## src/rtl/tcPinAlloc_pkg.sv

```systemverilog
package tcPinAlloc_pkg;
  localparam int OWN_W = 3;
  localparam int NUM_FUNCS = 6;
  typedef logic [OWN_W-1:0] ownerCode_t;
  localparam ownerCode_t OWN_PLAIN = 3'd0;
  localparam ownerCode_t OWN_CNT0 = 3'd5;
  localparam ownerCode_t OWN_CNT1 = 3'd6;

  typedef struct packed {
    logic commit;
    logic setErr;
    logic clrErr;
  } ctrlStrobes_t;
endpackage

```

## src/rtl/tcPinAlloc_ctrl.sv

```systemverilog
module tcPinAlloc_ctrl
  import tcPinAlloc_pkg::*;
#(
  parameter int NUM_TIMERS = 4,
  parameter int MAX_OFFSET = 8,
  localparam int TC_W = $clog2(NUM_TIMERS + 1),
  localparam int OFF_W = 4
) (
  input  logic             loadStrobe,
  input  logic [TC_W-1:0]  timerCount,
  input  logic             cnt0En,
  input  logic [OFF_W-1:0] pinOffset,
  input  logic             divBase,
  output ctrlStrobes_t     strobes
);
  logic badRange;
  logic badClock;

  always_comb begin
    badRange = (int'(pinOffset) > MAX_OFFSET) || (int'(timerCount) > NUM_TIMERS);
    badClock = cnt0En && divBase;
    strobes.commit = loadStrobe && !badRange && !badClock;
    strobes.setErr = loadStrobe && (badRange || badClock);
    strobes.clrErr = loadStrobe && !badRange && !badClock;
  end
endmodule

```

## src/rtl/tcPinAlloc_datapath.sv

```systemverilog
module tcPinAlloc_datapath
  import tcPinAlloc_pkg::*;
#(
  parameter int NUM_LINES = 16,
  parameter int NUM_TIMERS = 4,
  localparam int TC_W = $clog2(NUM_TIMERS + 1),
  localparam int OFF_W = 4
) (
  input  logic                       clk,
  input  logic                       rstN,
  input  ctrlStrobes_t               strobes,
  input  logic [TC_W-1:0]            timerCount,
  input  logic                       cnt0En,
  input  logic                       cnt1En,
  input  logic [OFF_W-1:0]           pinOffset,
  output logic [NUM_LINES*OWN_W-1:0] ownerCode,
  output logic [NUM_LINES-1:0]       dirOverride,
  output logic                       cfgError
);
  ownerCode_t nextOwner [NUM_LINES];
  ownerCode_t ownerQ [NUM_LINES];
  logic [NUM_LINES-1:0] claimMask;
  logic errQ;

  always_comb begin
    int unsigned pos;
    logic en;
    pos = int'(pinOffset);
    claimMask = '0;
    for (int l = 0; l < NUM_LINES; l++) nextOwner[l] = OWN_PLAIN;
    for (int f = 0; f < NUM_TIMERS + 2; f++) begin
      if (f < NUM_TIMERS) en = (f < int'(timerCount));
      else if (f == NUM_TIMERS) en = cnt0En;
      else en = cnt1En;
      if (en && pos < NUM_LINES) begin
        nextOwner[pos] = ownerCode_t'(f + 1);
        claimMask[pos] = 1'b1;
        pos = pos + 1;
      end
    end
  end

  for (genvar l = 0; l < NUM_LINES; l++) begin : gLine
    always_ff @(posedge clk) begin
      if (!rstN) begin
        ownerQ[l] <= OWN_PLAIN;
        dirOverride[l] <= 1'b0;
      end else if (strobes.commit) begin
        ownerQ[l] <= nextOwner[l];
        dirOverride[l] <= dirOverride[l] | claimMask[l];
      end
    end
    assign ownerCode[l*OWN_W +: OWN_W] = ownerQ[l];
  end

  always_ff @(posedge clk) begin
    if (!rstN) errQ <= 1'b0;
    else if (strobes.setErr) errQ <= 1'b1;
    else if (strobes.clrErr) errQ <= 1'b0;
  end
  assign cfgError = errQ;
endmodule

```

## src/rtl/tcPinAlloc.sv

```systemverilog
module tcPinAlloc
  import tcPinAlloc_pkg::*;
#(
  parameter int NUM_LINES = 16,
  parameter int NUM_TIMERS = 4,
  parameter int MAX_OFFSET = 8
) (
  input  logic                  clk,
  input  logic                  rstN,
  input  logic                  loadStrobe,
  input  logic [2:0]            timerCount,
  input  logic                  cnt0En,
  input  logic                  cnt1En,
  input  logic [3:0]            pinOffset,
  input  logic                  divBase,
  output logic [NUM_LINES*3-1:0] ownerCode,
  output logic [NUM_LINES-1:0]  dirOverride,
  output logic                  cfgError
);
  ctrlStrobes_t strobes;

  tcPinAlloc_ctrl #(.NUM_TIMERS(NUM_TIMERS), .MAX_OFFSET(MAX_OFFSET)) ctrl (
    .loadStrobe(loadStrobe), .timerCount(timerCount), .cnt0En(cnt0En),
    .pinOffset(pinOffset), .divBase(divBase), .strobes(strobes));

  tcPinAlloc_datapath #(.NUM_LINES(NUM_LINES), .NUM_TIMERS(NUM_TIMERS)) dp (
    .clk(clk), .rstN(rstN), .strobes(strobes), .timerCount(timerCount),
    .cnt0En(cnt0En), .cnt1En(cnt1En), .pinOffset(pinOffset),
    .ownerCode(ownerCode), .dirOverride(dirOverride), .cfgError(cfgError));
endmodule

```

## config.mk

```make
export PLATFORM = sky130hd
export DESIGN_NAME = tcPinAlloc
export DESIGN_NICKNAME = d
export VERILOG_FILES = /design/src/rtl/tcPinAlloc_pkg.sv /design/src/rtl/tcPinAlloc_ctrl.sv /design/src/rtl/tcPinAlloc_datapath.sv /design/src/rtl/tcPinAlloc.sv
export SDC_FILE = /design/constraint.sdc
export NUM_CORES = 1
export LEC_CHECK = 0
export ABC_CLOCK_PERIOD_IN_PS = 7100
export CAP_MARGIN = 20
export CORE_UTILIZATION = 55
export DETAILED_ROUTE_END_ITERATION = 10
export GPL_ROUTABILITY_DRIVEN = 0
export GPL_TIMING_DRIVEN = 0
export PLACE_DENSITY_LB_ADDON = 0.15
export SLEW_MARGIN = 20
export SYNTH_ARGS = -nofsm -noshare
export SYNTH_HDL_FRONTEND = slang
export SYNTH_HIERARCHICAL = 1
export SYNTH_SLANG_ARGS = --single-unit
export TNS_END_PERCENT = 30
```

## constraint.sdc

```tcl
create_clock -name clk -period 7.1 [get_ports clk]
set_input_delay 1.42 -clock clk [delete_from_list [all_inputs] [get_ports clk]]
set_output_delay 1.42 -clock clk [all_outputs]
set_load 0.03 [all_outputs]
```

Yosys cells after proc, flatten, opt, wreduce, memory -nomap -nowiden. Memory sizes are Yosys's and may differ from the RTL's. Index checks and enable logic that the tools add are counted.

Bitwise gates (word level): 58. Multiplexer cells: 63. Reductions and logical operators: 26. Add/sub/neg operators: 5. Magnitude comparators: 35.

Operator list (number): 32-bit by 5-bit less-than comparator with 1-bit output, second input constant (10); 48-bit 2-to-1 mux (5); 33-bit by 5-bit greater-or-equal comparator with 1-bit output, second input constant (6); 33-bit by 1-bit less-than comparator with 1-bit output, second input constant (6); 32-bit NOT with 33-bit output (5); 32-bit by 1-bit greater-or-equal comparator with 1-bit output, second input constant (5); 32-bit 2-to-1 mux (5); 32-bit by 1-bit adder with 32-bit output, second input constant (4); 16-bit OR (7); 16-bit 2-to-1 mux (6); 32-bit OR (3); 3-bit demux with 4-bit select (6); 3-bit 2-to-1 mux (22); 32-bit AND (2); 32-bit NOT (2); 16-bit AND (3); 16-bit NOT (3); 46-bit 2-to-1 mux (1); 4-bit NOT with 33-bit output (1); 1-bit OR (32); 1-bit demux with 4-bit select (6); 1-bit logical AND (21); 1-bit 2-to-1 mux (12); 1-bit by 3-bit less-than comparator with 1-bit output, first input constant (2); 9 further kinds (12).

Input port bits: 13. Memories: 1. Word-level logic and storage cells: 205. Bits in writable memories: 48. Register bits after elaboration: 17.

Memories: dp.ownerQ (words 16, bits a word 3, read ports 16, clocked after memory_dff 0, write ports 16, RTL line tcPinAlloc_datapath.sv:21) `ownerCode_t ownerQ [NUM_LINES];`.

Logic depth before layout (Yosys ltp). Gate-level depths: netlist (run 1).

Word-level depth: 23. Depth in mapped cells: 22. Depth with buffers taken out: 21.

Hierarchy. The synthesis (run 1) kept the hierarchy.

By module, submodules not included: tcPinAlloc_datapath (cells each 541, instances 1, area an instance 4874.7 um^2); tcPinAlloc_ctrl (cells each 7, instances 1, area an instance 47.5 um^2).

Least setup slack after synthesis (run 1). OpenSTA, ideal clock, no wires.

Path type: input -> register. Start point: input port timerCount[1]. End point: memory dp/ownerQ[7][2] in the netlist's numbering, data pin. Stages: 21. Arrival time: 5839 ps. Buffers on the path: 4. Slack: 985 ps. Cells stage by stage: buf_4 or3_1 nand2_1 nand2_1 ha_1 or3_1 nand3_1 ha_1 and3_1 a41oi_2 ha_1 clkbuf_1 nand2_1 or2_2 o2111a_1 buf_2 and4_4 or3_1 buf_4 nand2_2 a21oi_1.

RTL lines: start: declaration (RTL line tcPinAlloc.sv:11) `input logic [2:0] timerCount,`; end: declaration (RTL line tcPinAlloc_datapath.sv:21).

==> metrics.yaml, run 1 <==
setup_path:
  worstPathArrival_ns: 7.07
  crit_required_ns: 7.33
  rrSetupSlack_ns: 6.34
  critPathMaxFanout: 10
  path_class: "in2reg"
  worstSetupStartpointType: "input pin"
  cp-end-kind: "flip-flop"
routing:
  routed_wl_um: 15600
  first_iter_violations: 642
  post-route-drc-count: 0
  vias: 5172
  ant_nets: 0
  route.detailed.wl_per_inst_um: 20.8
  avgViaCountPerCell: 6.91
  dr.pass1.iters: 8
floorplanning:
  fp.dieArea_um2: 9330
  rows: 34
  core_um2: 8680
  die_w_um: 96.6
  boundaryPins: 78
  start_util: 0.567
  die_h_um: 96.6
timing:
  finalHoldViolCount: 0
  tightestPinTransition_ns: 1.04
  period_share: 0.964
  fin_crit_ns: 6.84
  finalSetupViolCount: 0
  setup_tns_ns: 0
  relSlewSlack: 0.307
  fin_ws_ns: 0.259
  skew_ns: 0
  holdWs_ns: 0.554
  drv_slew: 0
  max_freq_mhz: 146
flow_run:
  cap_violations: 0
synthesis:
  yosys_warnings: 6
  yosysUniqueCellTypes: 63
  syn_nets: 583
  netlist_top_cells_area: "edfxtp_1 29%, dfxtp_1 6.9%, ha_1 5.6%, nand2_1 5.3%, a21oi_1 4.5%"
  synth-seq-cells: 65
  netlist.area_leader.share: 0.293
  netlist_area_um2: 4920
  synth_flop_cell: "edfxtp_1"
  synthCells: 548
  netlist.top_cell.by_area: "edfxtp_1"
  yosysSeqAreaShare: 0.362
  synth_most_common_cell: "nand2_1"
  synth_edf_count: 48
  async_reset_ff_frac: 0
  yosys-top-cells-count: "69 x nand2_1, 48 x edfxtp_1, 44 x a21oi_1, 34 x o21ai_0, 29 x nor2_1"
  syn-mean-instance-area_um2: 8.98
place:
  port_buffers: 76
  dp_slack_ns: -0.596
  post-place-cells: 733
  placed_cell_area_um2: 5840
  hpwl_um: 11400
cells_and_area:
  multiInputGateArea_um2: 2980
  nFillCells: 721
  stdcell_count: 749
  post-route-util: 0.703
  diodes: 0
  final_area_um2: 6100
  area_growth_pct: 23.9
  drive_above_1_share: 0.128
  fin_nets: 671
  regArea_um2: 1780
power_and_ir_drop:
  p_total_mw: 1.34
  peakVddDrop_mv: 0.113
  p_leak_nw: 2.05
  power_per_cell_area_nw_per_um2: 220
clock_network:
  cts_tree: "done"
  worst_skew_pair.late_latency_ns: 0.35
  htreeDepth: 3
  cts_sinks: 65
  cts.clk_slew.worst_paths_ns: 0.07
  ctsLongestPathBuffers: 2
  clock-root-buffer: "clkbuf_8"
  cts-buffers-inserted: 9
  hold_buffers: 0
min_path:
  worstHoldPathType: "reg2reg"
grt:
  grt_first_pass_wirelength_um: 24800
  grt-ovfl-total: 0
  grt_max_degree: 34
  grt_antenna_before_repair: 0
  grt.total_usage: 0.332
  grt_pass1_vias: 4811
outcome:
  outcome: "finished clean"
## sequential cells by signal (all words and copies together) (netlist names)
| register | count |
|---|---|
| dp/dirOverride | 16 |
| dp/ownerQ | 48 |
| dp/cfgError | 1 |
## worst max-delay path: stages
cell,delay [ns]
clkdlybuf4s50_1,0.58
nor3_4,0.48
nand2_1,0.24
nand2_1,0.16
ha_1,0.25
or3_1,0.50
nand3_1,0.22
ha_1,0.29
and3_1,0.18
a41oi_4,0.36
ha_4,0.28
nand2_1,0.15
or2_2,0.34
or3_1,0.40
mux2i_1,0.56
nand3_1,0.24
a21oi_1,0.25
and2_1,0.16
## layer usage
metal | part of all wire | track usage
met1 | 0.38 | 0.431
met2 | 0.46 | 0.525
met3 | 0.11 | 0.0788
met4 | 0.050 | 0.150
met5 | 0 | 0
## timing repair
| action | 4_1_cts | 5_1_grt |
|---|---|---|
| buffers inserted | 0 | 2 |
| pin swaps | 0 | 1 |
| gates resized for setup | 2 | 12 |
| endpoints found under the setup margin | 58 | 63 |
## kinds of logic after synthesis
family          after synthesis  share of synthesized area
buf+inv                      49                     0.0445
flops                        65                      0.362
mux                          14                     0.0295
compound gates              195                      0.268
simple gates                193                      0.216
xor+xnor                     10                     0.0247
fa+ha+maj                    22                     0.0559
## path summary, 6_finish.rpt
kind	endpoint	cells after the start	start
min	dp/dirOverride[15]	2	dp/dirOverride[15]
max reg2reg	dp/dirOverride[1]	2	dp/dirOverride[1]
min reg2reg	dp/dirOverride[15]	2	dp/dirOverride[15]
max	dp/ownerQ[11][0]	18	timerCount[2]
## placed cells by master (no fill, tap or decap), types with 3 or more instances in the layout
cell             count
a211oi_1            11
nand3_1             13
a22oi_1              4
and3_1               8
or3_1                7
o21a_1               3
or2_2                4
nor3b_1             12
o21ai_0             34
nor3b_2              9
nor3_1               9
mux2_2               4
clkdlybuf4s50_1     75
a21oi_1             44
xnor2_1              6
o2111a_1             3
o21ai_1              3
ha_1                20
dfxtp_1             17
o22ai_1             17
a31oi_1             21
o211ai_1             9
nand3_2              4
and2_1               9
buf_4                5
a21o_1               4
edfxtp_1            48
nor2_1              28
nand2_2              4
buf_1                5
a32oi_1             23
nand2_1             69
nor3_4               3
clkbuf_1            16
buf_2                7
mux2i_1              9
clkbuf_8             9
inv_1               12
## power by group
group	internal, mW	leakage (nW)	switching, mW	total (mW)
Sequential	0.434	0.610	0.00819	0.442
Combinational	0.200	1.35	0.392	0.592
Clock	0.160	0.0913	0.147	0.306
## layout make-up
class,count,share of cell area
plain buffers,33,0.0263
clock buffers,10,0.0209
clock inverters,6,0.00964
inverters,14,0.00882
multi-input cells,434,0.489
flip-flops and latches,65,0.292
well taps,108,0.0222
repair buffers,79,0.131
Note: power is estimated with default switching activity, not from simulation.
==> inputs of run 2 (changes only) <==
CORE_ASPECT_RATIO = 1.25   (was unset)
PLACE_DENSITY = 0.81   (was unset)
PLACE_DENSITY_LB_ADDON = unset   (was 0.15)
SKIP_LAST_GASP = 1   (was unset)
==> run 2 against run 1 <==
Sequential power is essentially flat. Worst setup slack got worse by 0.14 ns. Register-to-register slack worse by 0.06 ns. Power is 4.2% lower. Wire length decreased by 1.4%. Cell count up 1.6%. Global-route usage up 0.086 points. Sequential share of layout area rose by 0.14 points. Sequential cell count unchanged. Utilization shrank 0.53 points.
==> metrics.yaml, run 2 (synthesis gave the netlist of run 1 again) <==
outcome:
  outcome: "finished clean"
cells_and_area:
  nFillCells: 729
  fin_nets: 670
  drive_above_1_share: 0.120
  layout_commonest_cell: "clkdlybuf4s50_1"
  area_growth_pct: 23.3
  regMostFlops: "dp/ownerQ"
  final_area_um2: 6070
  post-route-util: 0.697
  layout_common_cells: "76 x clkdlybuf4s50_1, 69 x nand2_1, 48 x edfxtp_1"
  largest_register_ffs: 48
  stdcell_count: 761
grt:
  grt_pass1_vias: 4861
  grt.total_usage: 0.333
  grt_max_degree: 34
  grt-ovfl-total: 0
  grt_first_pass_wirelength_um: 23700
  grt_antenna_before_repair: 0
clock_network:
  worst_skew_pair.late_latency_ns: 0.34
  cts-buffers-inserted: 9
  hold_buffers: 0
  cts_sinks: 65
  cts_tree: "done"
  clock-root-buffer: "clkbuf_8"
  cts.clk_slew.worst_paths_ns: 0.06
  ctsLongestPathBuffers: 2
  htreeDepth: 3
timing:
  rsz0062_at_grt: "no"
  finalHoldViolCount: 0
  relSlewSlack: 0.243
  period_share: 0.983
  max_freq_mhz: 143
  tightestPinTransition_ns: 1.13
  fin_ws_ns: 0.118
  skew_ns: 0
  drv_slew: 0
  fin_crit_ns: 6.98
  finalSetupViolCount: 0
routing:
  route.detailed.wl_per_inst_um: 20.2
  routed_wl_um: 15400
  avgViaCountPerCell: 6.88
  first_iter_violations: 926
  dr.pass1.iters: 9
  post-route-drc-count: 0
  vias: 5234
  ant_nets: 0
floorplanning:
  core_um2: 8700
  die_h_um: 108
  start_util: 0.566
  fp.dieArea_um2: 9330
  rows: 38
  boundaryPins: 78
  die_w_um: 86.6
power_and_ir_drop:
  comb_power_share: 0.449
  p_sw_frac: 0.405
  p_int_mw: 0.763
  peakVddDrop_mv: 0.139
  p_leak_nw: 2.03
  p_sw_mw: 0.520
  clockPowerShare: 0.206
  power_per_cell_area_nw_per_um2: 212
  pwr-share-seq: 0.345
min_path:
  worstHoldPathType: "reg2reg"
setup_path:
  critPathMaxFanout: 9
  crit_required_ns: 7.26
  cp-end-kind: "flip-flop"
  worstSetupStartpoint: "pinOffset[0]"
  reg2reg_to: "dp/dirOverride[4]"
  crit-reg2reg-launch: "dp/dirOverride[4]"
  rr_worst_depth: 2
  rrSetupSlack_ns: 6.28
  worstSetupStartpointType: "input pin"
  path_class: "in2reg"
  endpoint: "dp/ownerQ[0][0]"
  worstPathArrival_ns: 7.15
flow_run:
  cap_violations: 0
place:
  post-place-cells: 745
  port_buffers: 76
  hpwl_um: 11400
  dp_slack_ns: -0.514
  placed_cell_area_um2: 5860
## run 2: cell type report
type | instances | area, µm² | area share
Sequential cell | 65 | 1780 | 0.294
Timing Repair Buffer | 78 | 788 | 0.130
Clock buffer | 15 | 156 | 0.0258
Inverter | 14 | 53.8 | 0.00887
Tap cell | 120 | 150 | 0.0247
Clock inverter | 1 | 5.00 | 0.000825
Antenna cell | 1 | 2.50 | 0.000412
Buffer | 33 | 160 | 0.0264
Multi-Input combinational cell | 434 | 2970 | 0.489
## run 2: worst min-delay path by stage
stage | endpoint | start | depth (start not counted) | slack, ns
after floorplan | dp/dirOverride[15] | dp/dirOverride[15] | 2 | 0.65
after global placement | dp/dirOverride[5] | dp/dirOverride[5] | 2 | 0.53
after detailed placement | dp/dirOverride[12] | dp/dirOverride[12] | 2 | 0.55
after CTS | dp/dirOverride[12] | dp/dirOverride[12] | 2 | 0.56
after global routing | dp/dirOverride[12] | dp/dirOverride[12] | 2 | 0.61
final | dp/dirOverride[1] | dp/dirOverride[1] | 2 | 0.57
## run 2: metal layers
metal  track usage  vias up  share of wire
met5             0        -              0
met4         0.217        0          0.057
met3        0.0590       91           0.10
met2         0.552      443           0.49
met1         0.393     2425           0.35
li1              -     2275              -
## run 2: metrics by stage
stage / hold WS (ns) / power (mW) / setup TNS (ns)
after detailed placement: 0.547 / 0.992 / -23.46
after CTS: 0.559 / 1.26 / 0
after global placement: 0.534 / 0.975 / -16.38
after floorplan: 0.649 / 0.830 / 0
final: 0.569 / 1.28 / 0
after global routing: 0.609 / 1.33 / 0
## run 2: power groups by stage
stage | registers (mW) | logic [mW] | clock network, mW
after floorplan | 0.504 | 0.326 | 0
after global placement | 0.451 | 0.524 | 0
after detailed placement | 0.451 | 0.541 | 0
after CTS | 0.443 | 0.548 | 0.266
after global routing | 0.445 | 0.606 | 0.280
final | 0.442 | 0.577 | 0.264
## run 2: worst max-delay path: stages
cell             delay [ns]
clkdlybuf4s50_1        0.68
clkinv_2               0.22
ha_1                   0.38
nand2_1                0.07
nand2_1                0.10
ha_1                   0.31
or3_1                  0.49
nand3_1                0.23
ha_1                   0.28
and3_1                 0.18
a41oi_4                0.32
ha_2                   0.38
nand2_1                0.17
or2_2                  0.34
o2111a_1               0.27
buf_2                  0.17
and4_4                 0.20
or3_1                  0.37
buf_4                  0.19
nand3_2                0.13
nor3b_2                0.23
## run 2: timing repair
action / 4_1_cts / 5_1_grt
gates resized for setup: 4 / 7
gates cloned: 0 / 0
buffers inserted: 0 / 1
setup endpoints to repair: 46 / 59
pin swaps: 0 / 2
